**src/rtl/flash_rst_seq.sv**
```systemverilog
module flash_rst_seq #(
  parameter int PULSE_CYC   = 8,
  parameter int SHUT_CYC    = 16,
  parameter int RD_REC_CYC  = 6,
  parameter int WR_REC_CYC  = 10,
  parameter logic [7:0] STATUS_INIT = 8'h80
) (
  input  logic       clk,
  input  logic       rst_n,
  input  logic       rp_n_i,
  input  logic       busy_i,
  input  logic       ce_n_i,
  output logic       rd_ok_o,
  output logic       wr_ok_o,
  output logic       out_dis_o,
  output logic       abort_o,
  output logic       status_ld_o,
  output logic [7:0] status_o
);
  localparam int M1   = (PULSE_CYC > SHUT_CYC) ? PULSE_CYC : SHUT_CYC;
  localparam int M2   = (RD_REC_CYC > WR_REC_CYC) ? RD_REC_CYC : WR_REC_CYC;
  localparam int MAXC = (M1 > M2) ? M1 : M2;
  localparam int CW   = $clog2(MAXC + 1);

  typedef enum logic [2:0] {S_RUN, S_LOW, S_SHUT, S_PD, S_WAKE} st_e;

  st_e           st;
  logic [CW-1:0] cnt, rcnt, wcnt;
  logic          abort_q, ld_q;

  always_ff @(posedge clk or negedge rst_n) begin
    if (!rst_n) begin
      st      <= S_RUN;
      cnt     <= '0;
      rcnt    <= '0;
      wcnt    <= '0;
      abort_q <= 1'b0;
      ld_q    <= 1'b0;
    end else begin
      abort_q <= 1'b0;
      ld_q    <= 1'b0;
      case (st)
        S_RUN:
          if (!rp_n_i) begin
            st  <= S_LOW;
            cnt <= CW'(PULSE_CYC - 1);
          end
        S_LOW:
          if (rp_n_i) st <= S_RUN;
          else if (cnt == CW'(1)) begin
            if (busy_i) begin
              st      <= S_SHUT;
              cnt     <= CW'(SHUT_CYC);
              abort_q <= 1'b1;
            end else st <= S_PD;
          end else cnt <= cnt - 1'b1;
        S_SHUT:
          if (cnt == CW'(1)) begin
            if (rp_n_i) begin
              st   <= S_WAKE;
              rcnt <= CW'(RD_REC_CYC);
              wcnt <= CW'(WR_REC_CYC);
              ld_q <= 1'b1;
            end else st <= S_PD;
          end else cnt <= cnt - 1'b1;
        S_PD:
          if (rp_n_i) begin
            st   <= S_WAKE;
            rcnt <= CW'(RD_REC_CYC);
            wcnt <= CW'(WR_REC_CYC);
            ld_q <= 1'b1;
          end
        S_WAKE:
          if (!rp_n_i) st <= S_PD;
          else begin
            if (rcnt != '0) rcnt <= rcnt - 1'b1;
            if (wcnt != '0) wcnt <= wcnt - 1'b1;
            if (rcnt <= CW'(1) && wcnt <= CW'(1)) st <= S_RUN;
          end
        default: st <= S_RUN;
      endcase
    end
  end

  wire live = (st == S_RUN) || (st == S_LOW);
  assign rd_ok_o     = live || (st == S_WAKE && rcnt == '0);
  assign wr_ok_o     = live || (st == S_WAKE && wcnt == '0);
  assign out_dis_o   = ce_n_i | ~rd_ok_o;
  assign abort_o     = abort_q;
  assign status_ld_o = ld_q;
  assign status_o    = ld_q ? STATUS_INIT : 8'h00;

  assert_abort_pulse_R4: assert property (@(posedge clk) disable iff (!rst_n)
    abort_o |=> !abort_o);
  assert_abort_needs_busy_R4: assert property (@(posedge clk) disable iff (!rst_n)
    abort_o |-> $past(busy_i));
  assert_abort_blocks_R4: assert property (@(posedge clk) disable iff (!rst_n)
    abort_o |-> (!rd_ok_o && !wr_ok_o));
  assert_rd_drop_cause_R3: assert property (@(posedge clk) disable iff (!rst_n)
    $fell(rd_ok_o) |-> !$past(rp_n_i));
  assert_wr_rise_cause_R8: assert property (@(posedge clk) disable iff (!rst_n)
    $rose(wr_ok_o) |-> $past(rp_n_i));
  assert_wake_blocks_wr_R6: assert property (@(posedge clk) disable iff (!rst_n)
    status_ld_o |-> !wr_ok_o);
endmodule

```
**config.mk**
```make
export PLATFORM = sky130hd
export DESIGN_NAME = flash_rst_seq
export DESIGN_NICKNAME = d
export VERILOG_FILES = /design/src/rtl/flash_rst_seq.sv
export SDC_FILE = /design/constraint.sdc
export NUM_CORES = 1
export LEC_CHECK = 0
export ABC_AREA = 1
export BUFFER_PORTS_ARGS = -buffer_cell sky130_fd_sc_hd__buf_4
export CAP_MARGIN = 20
export CORE_ASPECT_RATIO = 1.2
export CORE_UTILIZATION = 40
export DETAILED_ROUTE_END_ITERATION = 8
export PLACE_DENSITY = 0.55
export SYNTH_ARGS = -nofsm -noshare
export SYNTH_HDL_FRONTEND = slang
export SYNTH_SLANG_ARGS = --single-unit
```
**constraint.sdc**
```tcl
create_clock -name clk -period 1.8 [get_ports clk]
set_input_delay 0.36 -clock clk [delete_from_list [all_inputs] [get_ports clk]]
set_output_delay 0.36 -clock clk [all_outputs]
set_load 0.03 [all_outputs]
```
==> reports/qor.txt, run 1 <==
hold path cells: 3
Hold WS: 0.367 ns
Vias: 1349
H-tree levels: 1
most frequent cells after synthesis: nand2_1, nand3_1, inv_1
nets: 258
M3 GR Usage: 2.22%
Main synth FF type: dfrtp_1
core box area: 3690 µm²
Std-Cell Rows: 24
Int Pwr: 1620 µW
number of port buffers: 10
DR pass1 iterations: 4
PnR worst setup slack: 0.0802 ns
post-route total power: 3330 µW
Avg Inst Size Synth: 7.11 µm²
largest area contributor in the synthesized netlist: dfrtp_1
CTS tree: built
sequential share of power: 25.4%
vias in the first global route: 1237
worst r2r path cells: 9
CP max stage delay: 0.42 ns
clock latency at the later pin of the worst-skew pair: 0.25 ns
Comb power frac: 65.7%
# diodes: 0
CP delay by family, top: flip-flops
initial drt markers: 29
Worst R2R End: wcnt[4]$_DFFE_PN0P_
FF+latch count, synth: 20
Worst R2R Start: cnt[1]$_DFFE_PN0P_
top post-synthesis cells by area: dfrtp_1, nand2_1, nand3_1
Pins Over Slew Limit: 0
busiest grt layer: met2
clk slew on worst S/H paths: 0.07 ns
PD cells: 1800 nW/µm²
peak supply drop: 1.11 mV
Initial Utilization: 42.3%
Crit path top cell by count: nand2_2
largest net degree at the start of global routing: 21
Worst Path Required: 1.44 ns
crit path DAT: 1.36 ns
total grt overflow: 0
drt drc: 0
max cap viols: 0
wire length of the first global-routing pass: 5.24 mm
I/O Pins: 18
worst path cell trace: buf_4, nand3_2, nand2_2, inv_1, nand2_2, nand2_2, buf_6
CP Class: register to primary output
Via density: 4.57
post-synthesis cell count: 220
Root Buffer: clkbuf_8
Num CTS Buffers: 3
post-synthesis cell area: 1560 µm²
hold path start: rp_n_i
fin crit period: 1.72 ns
grt met2 use: 27.8%
Setup Skew: 0.00278 ns
Die Ht: 70.5 µm
pre-CTS setup slack: 0.173 ns
Post-synth EDFFs: 0
Max clock buf depth: 2
clock net sink count: 20
LEAKAGE: 0.000931 µW
Final Hold Viols: 0
Tot GR Track Use: 16.6%
drt total wl: 3.23 mm
die footprint: 4160 µm²
Cell variety after synth: 25
Hold Path End: st[2]$_DFFE_PN0P_
RSZ-0062 raised after global routing: false
RD Place Congestion: 0.793
Critical-path top delay cell: dfrtp_1
Final Cycle Share: 95.5%
antenna viol nets, final: 0
type of origin of the critical path: register
DP HPWL: 2.46 mm
dpl cells: 284
synth-to-layout area growth: 18.4%
outcome: complete, no violations
Non-Filler Instances: 295
met1 usage: 21.1%
post-synthesis sequential area ratio: 32.0%
crit path max fanout: 5
Register-to-Register Setup Slack: 0.20 ns
layout cells sized above 1: 30.9%
Clock power frac: 8.8%
post-synth top area share: 32.0%
count leader, synth: nand2_1
achievable frequency: 581 MHz
Final Setup Violations: 0
Sw Share: 51.3%
ys async rst share: 100%
switching pwr: 1710 µW
WL per Instance: 11.0 µm
CP Buf/Inv Count: 3
initial antenna violation count: 0
Die W: 59.1 µm
worst min-delay path category: input port to register
Worst setup EP type: primary output
final setup TNS: 0 ns
Ys Warns: 0
[sequential cells by signal (all words and copies together) (netlist names)]
| name | count |
|---|---|
| wcnt | 5 |
| cnt | 5 |
| abort_o | 1 |
| status_ld_o | 1 |
| st | 3 |
| rcnt | 5 |
[logic make-up (layout without fill, tap and decap cells)]
logic type,count (synthesis),after routing,synth area share (%)
other,1,7,0.240
AOI/OAI and AO/OA,24,24,9.36
buffers and inverters,39,56,11.4
DFF,20,20,32.0
adders and majority gates,8,8,6.40
and+or+nand+nor,126,126,39.4
xor gates and xnor gates,2,2,1.12
[metrics by stage]
step                cell area, µm²  utilization (%)
CTS                           1770             48.0
global route                  1850             50.1
finish                        1850             50.1
global placement              1700             46.0
detailed placement            1700             46.0
floorplan                     1590                -
[layout make-up]
cell class	count	area, µm²
clock buffer	3	41.3
fill	392	1840
inverter	31	123
multi-input combinational	167	948
sequential	20	503
tap	52	65.1
timing repair buffer	22	171
[worst register-to-register path, stage by stage (launching register included)]
cell	delay (ns)
dfrtp_1	0.38
inv_1	0.12
ha_1	0.20
nand2_1	0.07
nor2_2	0.20
nor2_4	0.06
nor2_4	0.18
nand2_4	0.15
nand2_2	0.09
o21ai_2	0.05
[power groups by stage]
stage	Clock, µW	Combinational (µW)	Sequential, µW
after floorplan	0	1550	820
after global placement	0	2010	841
after detailed placement	0	2010	837
after CTS	303	2070	838
after global routing	326	2450	862
final	295	2190	847
[routing by layer]
layer,wire length [µm],up-vias
met4,29,0
li1,-,723
met5,0,-
met2,1670,9
met1,1480,615
met3,52,2
[placed cells by master (no fill, tap or decap), drive strengths merged]
cell type     n
nand3        24
nand4         4
ha            8
nor2         25
buf          21
clkbuf        3
inv          29
conb          7
nand2        69
clkinv        2
o21ai        20
dlygate4sd3   1
dfrtp        20
nor3          2
or2           2
xor2          2
a21oi         4
[how the worst max path moves through the flow]
| stage | slack (ns) | cells past startpoint | startpoint | end |
|---|---|---|---|---|
| 2_1_floorplan | 0.03 | 6 | st[0]$_DFFE_PN0P_ | out_dis_o |
| 3_3_place_gp | 0.20 | 7 | st[1]$_DFFE_PN0P_ | out_dis_o |
| 3_5_place_dp | 0.17 | 7 | st[1]$_DFFE_PN0P_ | out_dis_o |
| 4_1_cts | 0.004 | 7 | st[1]$_DFFE_PN0P_ | out_dis_o |
| 5_1_grt | 0.01 | 4 | wcnt[2]$_DFFE_PN0P_ | wr_ok_o |
| 6_report | 0.08 | 7 | st[0]$_DFFE_PN0P_ | out_dis_o |
[what timing repair did]
item / CTS / global route
setup endpoints to repair: 2 / 3
endpoints found under the hold margin: 20 / 0
hold buffers: 1 / 0
pin swaps: 0 / 0
buffers inserted: 1 / 6
cloned: 0 / 0
resized for setup: 7 / 9
Power figures use the tool's default switching activity.
==> run 2: changes to the inputs <==
--- a/config.mk
+++ b/config.mk
@@ -11,6 +11,7 @@
 export CORE_ASPECT_RATIO = 1.2
 export CORE_UTILIZATION = 40
 export DETAILED_ROUTE_END_ITERATION = 8
+export MAX_ROUTING_LAYER = met4
 export PLACE_DENSITY = 0.55
 export SYNTH_ARGS = -nofsm -noshare
 export SYNTH_HDL_FRONTEND = slang
==> reports/qor.txt, run 2 (same netlist as run 1, synthesis figures left out) <==
fin crit period: 1.72 ns (about the same)
die footprint: 4160 µm² (unchanged)
Final Cycle Share: 95.5% (about the same)
synth-to-layout area growth: 18.4% (unchanged)
WL per Instance: 11.0 µm (about the same)
core box area: 3690 µm² (unchanged)
Final Cell Area: 1850 µm² (unchanged)
Register-to-Register Setup Slack: 0.20 ns (about the same)
DP Area: 1700 µm² (unchanged)
Non-Filler Instances: 295 (unchanged)
DR pass1 iterations: 4 (unchanged)
wire length of the first global-routing pass: 5.24 mm (unchanged)
Worst R2R End: wcnt[4]$_DFFE_PN0P_ (unchanged)
LEAKAGE: 0.000931 µW (unchanged)
most frequent cells in the layout: nand2_1, nand3_1, buf_4 (unchanged)
Die Ht: 70.5 µm (unchanged)
peak supply drop: 1.11 mV (about the same)
Largest regs: cnt: 5 flops, rcnt: 5 flops, wcnt: 5 flops (unchanged)
type of origin of the critical path: register (unchanged)
met3 WL post-DR: 52 µm (unchanged)
outcome: complete, no violations (unchanged)
PnR worst setup slack: 0.0802 ns (about the same)
Worst R2R Start: cnt[1]$_DFFE_PN0P_ (unchanged)
Std-Cell Rows: 24 (unchanged)
drt total wl: 3.23 mm (about the same)
I/O Pins: 18 (unchanged)
nets: 258 (unchanged)
Tot GR Track Use: 17.0% (was 16.6%)
layout cells sized above 1: 30.9% (unchanged)
DP HPWL: 2.46 mm (unchanged)
CP Class: register to primary output (unchanged)
CP Buf/Inv Count: 3 (unchanged)
hold path cells: 3 (unchanged)
clk slew on worst S/H paths: 0.07 ns (about the same)
Max clock buf depth: 2 (unchanged)
met1 wire length: 1.48 mm (about the same)
worst min-delay path category: input port to register (unchanged)
Worst Path Required: 1.44 ns (about the same)
antenna viol nets, final: 0 (unchanged)
CTS tree: built (unchanged)
met2 WL: 1.67 mm (about the same)
Worst setup EP type: primary output (unchanged)
Vias: 1345 (was 1349)
drt drc: 0 (unchanged)
CP delay by family, top: flip-flops (unchanged)
# diodes: 0 (unchanged)
Initial Utilization: 42.3% (unchanged)
Final Hold Viols: 0 (unchanged)
Setup Skew: 0.00275 ns (was 0.00278 ns)
achievable frequency: 581 MHz (about the same)
Via density: 4.56 (was 4.57)
Root Buffer: clkbuf_8 (unchanged)
PD cells: 1800 nW/µm² (about the same)
commonest non-fill, non-tap cell in the layout: nand2_1 (unchanged)
top sig layer: met4 (unchanged)
pre-CTS setup slack: 0.173 ns (unchanged)
Num CTS Buffers: 3 (unchanged)
dpl cells: 284 (unchanged)
max cap viols: 0 (unchanged)
initial drt markers: 34 (was 29)
hold path start: rp_n_i (unchanged)
clock net sink count: 20 (unchanged)
RD Place Congestion: 0.805 (was 0.793)
vias in the first global route: 1238 (was 1237)
Die W: 59.1 µm (unchanged)
crit path DAT: 1.36 ns (about the same)
Hold Path End: st[2]$_DFFE_PN0P_ (unchanged)
CP max stage delay: 0.42 ns (about the same)
H-tree levels: 1 (unchanged)
largest net degree at the start of global routing: 21 (unchanged)
initial antenna violation count: 0 (unchanged)
clock latency at the later pin of the worst-skew pair: 0.25 ns (about the same)
Pins Over Slew Limit: 0 (unchanged)
number of port buffers: 10 (unchanged)
worst r2r path cells: 9 (unchanged)
Final Setup Violations: 0 (unchanged)
RSZ-0062 raised after global routing: false (unchanged)
total grt overflow: 0 (unchanged)
worst path cell trace: buf_4, nand3_2, nand2_2, inv_1, nand2_2, nand2_2, buf_6 (unchanged)
crit path max fanout: 5 (unchanged)
final setup TNS: 0 ns (unchanged)
Crit path top cell by count: nand2_2 (unchanged)
Critical-path top delay cell: dfrtp_1 (unchanged)
[run 2: cell counts in the layout (fill, tap and decap cells not counted)]
Identical to the previous run, type by type.
[run 2: metrics by stage]
| step | total power, µW | utilization, % | hold slack, ns |
|---|---|---|---|
| 3_3_place_gp | 2860 | 46.0 | 0.259 |
| 5_1_grt | 3640 | 50.1 | 0.389 |
| 6_report | 3330 | 50.1 | 0.367 |
| 3_5_place_dp | 2850 | 46.0 | 0.267 |
| 4_1_cts | 3210 | 48.0 | 0.363 |
| 2_1_floorplan | 2370 | - | 0.0644 |
[run 2: how the worst max path moves through the flow]
stage	startpoint	endpoint	slack [ns]	cells past startpoint
2_1_floorplan	st[0]$_DFFE_PN0P_	out_dis_o	0.03	6
3_3_place_gp	st[1]$_DFFE_PN0P_	out_dis_o	0.20	7
3_5_place_dp	st[1]$_DFFE_PN0P_	out_dis_o	0.17	7
4_1_cts	st[1]$_DFFE_PN0P_	out_dis_o	0.004	7
5_1_grt	wcnt[2]$_DFFE_PN0P_	wr_ok_o	0.01	4
6_report	st[0]$_DFFE_PN0P_	out_dis_o	0.08	7
[run 2: tightest hold or removal path, cell delays in order]
cell	delay [ns]
buf_4	0.10
nand3_1	0.07
nand2_1	0.05
[run 2: area by class of cell]
class | count | area (µm²)
Clock buffer | 3 | 41.3
Fill cell | 392 | 1840
Inverter | 31 | 123
Multi-Input combinational cell | 167 | 948
Sequential cell | 20 | 503
Tap cell | 52 | 65.1
Timing Repair Buffer | 22 | 171
[run 2: report_power, final]
part,leakage (µW),internal [µW],switching (µW)
registers,0.000256,636,211
clock network,0.0000216,149,146
logic,0.000654,839,1350
[run 2: what timing repair did]
action	CTS	global route
gates resized for setup	7	9
hold buffers	1	0
setup buffers	1	6
endpoints found under the hold margin	20	0
endpoints found under the setup margin	2	3
[run 2: routing by layer]
metal | vias to the layer above | GRT usage, %
li1 | 723 | -
met1 | 611 | 21.1
met2 | 9 | 27.8
met3 | 2 | 2.22
met4 | 0 | 6.35
met5 | - | -
==> run 3: changes to the inputs <==
--- a/config.mk
+++ b/config.mk
@@ -8,11 +8,13 @@
 export ABC_AREA = 1
 export BUFFER_PORTS_ARGS = -buffer_cell sky130_fd_sc_hd__buf_4
 export CAP_MARGIN = 20
+export CELL_PAD_IN_SITES_DETAIL_PLACEMENT = 0
+export CELL_PAD_IN_SITES_GLOBAL_PLACEMENT = 2
 export CORE_ASPECT_RATIO = 1.2
-export CORE_UTILIZATION = 40
+export CORE_UTILIZATION = 33
 export DETAILED_ROUTE_END_ITERATION = 8
 export MAX_ROUTING_LAYER = met4
-export PLACE_DENSITY = 0.55
+export PLACE_DENSITY = 0.76
 export SYNTH_ARGS = -nofsm -noshare
 export SYNTH_HDL_FRONTEND = slang
 export SYNTH_SLANG_ARGS = --single-unit
==> constraint.sdc (replaced) <==
create_clock -name clk -period 1.9 [get_ports clk]
set_input_delay 0.38 -clock clk [delete_from_list [all_inputs] [get_ports clk]]
set_output_delay 0.38 -clock clk [all_outputs]
set_load 0.03 [all_outputs]
==> reports/qor.txt, run 3 (same netlist as run 1, synthesis figures left out) <==
outcome: complete, no violations (unchanged)
total grt overflow: 0 (unchanged)
crit path DAT: 1.43 ns (was 1.36 ns)
Final Cycle Share: 95.1%
antenna viol nets, final: 0 (unchanged)
core box area: 4560 µm² (was 3690 µm²)
CTS tree: built (unchanged)
H-tree levels: 1 (unchanged)
Vias: 1379 (was 1345)
WL per Instance: 11.1 µm (was 11.0 µm)
Initial Utilization: 34.3% (was 42.3%)
number of port buffers: 10 (unchanged)
max cap viols: 0 (unchanged)
drt drc: 0 (unchanged)
CP Class: register to primary output (unchanged)
wire length of the first global-routing pass: 6.02 mm (was 5.24 mm)
Worst setup EP type: primary output (unchanged)
# diodes: 0 (unchanged)
Final Hold Viols: 0 (unchanged)
peak supply drop: 0.588 mV (was 1.11 mV)
Via density: 4.57 (was 4.56)
RSZ-0062 raised after global routing: false (unchanged)
achievable frequency: 553 MHz
Die Ht: 77.4 µm (was 70.5 µm)
largest net degree at the start of global routing: 21 (unchanged)
Largest regs: cnt: 5 flops, rcnt: 5 flops, wcnt: 5 flops (unchanged)
Root Buffer: clkbuf_8 (unchanged)
Setup Skew: 0.00684 ns (was 0.00275 ns)
most frequent cells in the layout: nand2_1, nand3_1, buf_4 (unchanged)
DR pass1 iterations: 4 (unchanged)
nets: 258 (unchanged)
initial drt markers: 50 (was 34)
Final Setup Violations: 0 (unchanged)
initial antenna violation count: 0 (unchanged)
commonest non-fill, non-tap cell in the layout: nand2_1 (unchanged)
fin crit period: 1.81 ns
clock net sink count: 20 (unchanged)
crit path max fanout: 7 (was 5)
layout cells sized above 1: 29.5% (was 30.9%)
worst min-delay path category: input port to register (unchanged)
type of origin of the critical path: register (unchanged)
Worst Path Required: 1.52 ns (was 1.44 ns)
Num CTS Buffers: 3 (unchanged)
die footprint: 5020 µm² (was 4160 µm²)
Pins Over Slew Limit: 0 (unchanged)
RD Place Congestion: 0.737 (was 0.805)
PD cells: 1740 nW/µm² (was 1800 nW/µm²)
Die W: 64.8 µm (was 59.1 µm)
vias in the first global route: 1333 (was 1238)
DP HPWL: 2.55 mm (was 2.46 mm)
Std-Cell Rows: 27 (was 24)
Tot GR Track Use: 16.1% (was 17.0%)
Max clock buf depth: 2 (unchanged)
synth-to-layout area growth: 19.6% (was 18.4%)
I/O Pins: 18 (unchanged)
LEAKAGE: 0.000943 µW (was 0.000931 µW)
final setup TNS: 0 ns (unchanged)
clock latency at the later pin of the worst-skew pair: 0.27 ns (was 0.25 ns)
drt total wl: 3.36 mm (was 3.23 mm)
post-route total power: 3250 µW (was 3330 µW)
clk slew on worst S/H paths: 0.08 ns (was 0.07 ns)
[run 3: changes by cell type in the layout (fill, tap and decap cells not counted), sizes merged]
| cell | change |
|---|---|
| bufinv | +1 |
[run 3: timing repair]
item,CTS,global route
pin swaps,0,2
hold buffers,1,0
setup endpoints to repair,2,3
resized for setup,3,8
endpoints found under the hold margin,12,0
buffers inserted,0,8
[run 3: layer usage]
| layer | wire (µm) | vias up | GRT usage, % | part of all wire, % |
|---|---|---|---|---|
| met2 | 1700 | 19 | 27.1 | 51 |
| met5 | 0 | - | - | 0 |
| met3 | 77 | 6 | 2.21 | 2.3 |
| met4 | 60 | 0 | 7.11 | 1.8 |
| li1 | - | 734 | - | - |
| met1 | 1520 | 620 | 18.7 | 45 |
[run 3: worst paths after layout]
| path | slack [ns] | end | cells after the start | start |
|---|---|---|---|---|
| max in group asynchronous | 1.12 | st[1]$_DFFE_PN0P_ | 2 | rst_n |
| hold / removal | 0.38 | st[2]$_DFFE_PN0P_ | 3 | rp_n_i |
| setup / recovery | 0.09 | out_dis_o | 7 | st[1]$_DFFE_PN0P_ |
| min in group asynchronous | 0.53 | cnt[3]$_DFFE_PN0P_ | 2 | rst_n |
| hold reg to reg | 0.49 | cnt[1]$_DFFE_PN0P_ | 2 | cnt[1]$_DFFE_PN0P_ |
| setup reg to reg | 0.31 | wcnt[3]$_DFFE_PN0P_ | 9 | cnt[1]$_DFFE_PN0P_ |
[run 3: worst max-delay path: stages, from the launching register on]
cell and delay (ns):
dfrtp_2 0.46, nor2_4 0.14, nand2_2 0.08, clkinv_4 0.09, nand4_4 0.10, nand2_2 0.09
nand2_1 0.05, buf_4 0.16
[run 3: final cells by class]
class / count / area (µm²)
well taps: 58 / 72.6
inverters: 31 / 123
clock inverters: 1 / 30.0
repair buffers: 22 / 168
clock buffers: 3 / 41.3
flip-flops and latches: 20 / 505
multi-input cells: 167 / 931
fillers: 500 / 2690
[run 3: report_power, final]
group	internal, µW	leakage (µW)	switching (µW)
clock	282	0.0000357	156
sequential	606	0.000253	202
combinational	753	0.000654	1250
total	1640	0.000943	1610
[run 3: through the flow]
step	instances	util, %	hold WS (ns)	worst slack [ns]	cell area (µm²)
2_1_floorplan	226	-	0.0844	0.0435	1590
3_3_place_gp	289	37.2	0.286	0.263	1700
3_5_place_dp	289	37.2	0.291	0.246	1700
4_1_cts	294	39.2	0.370	0.0162	1790
5_1_grt	302	41.0	0.396	0.00245	1870
6_report	302	41.0	0.375	0.0924	1870
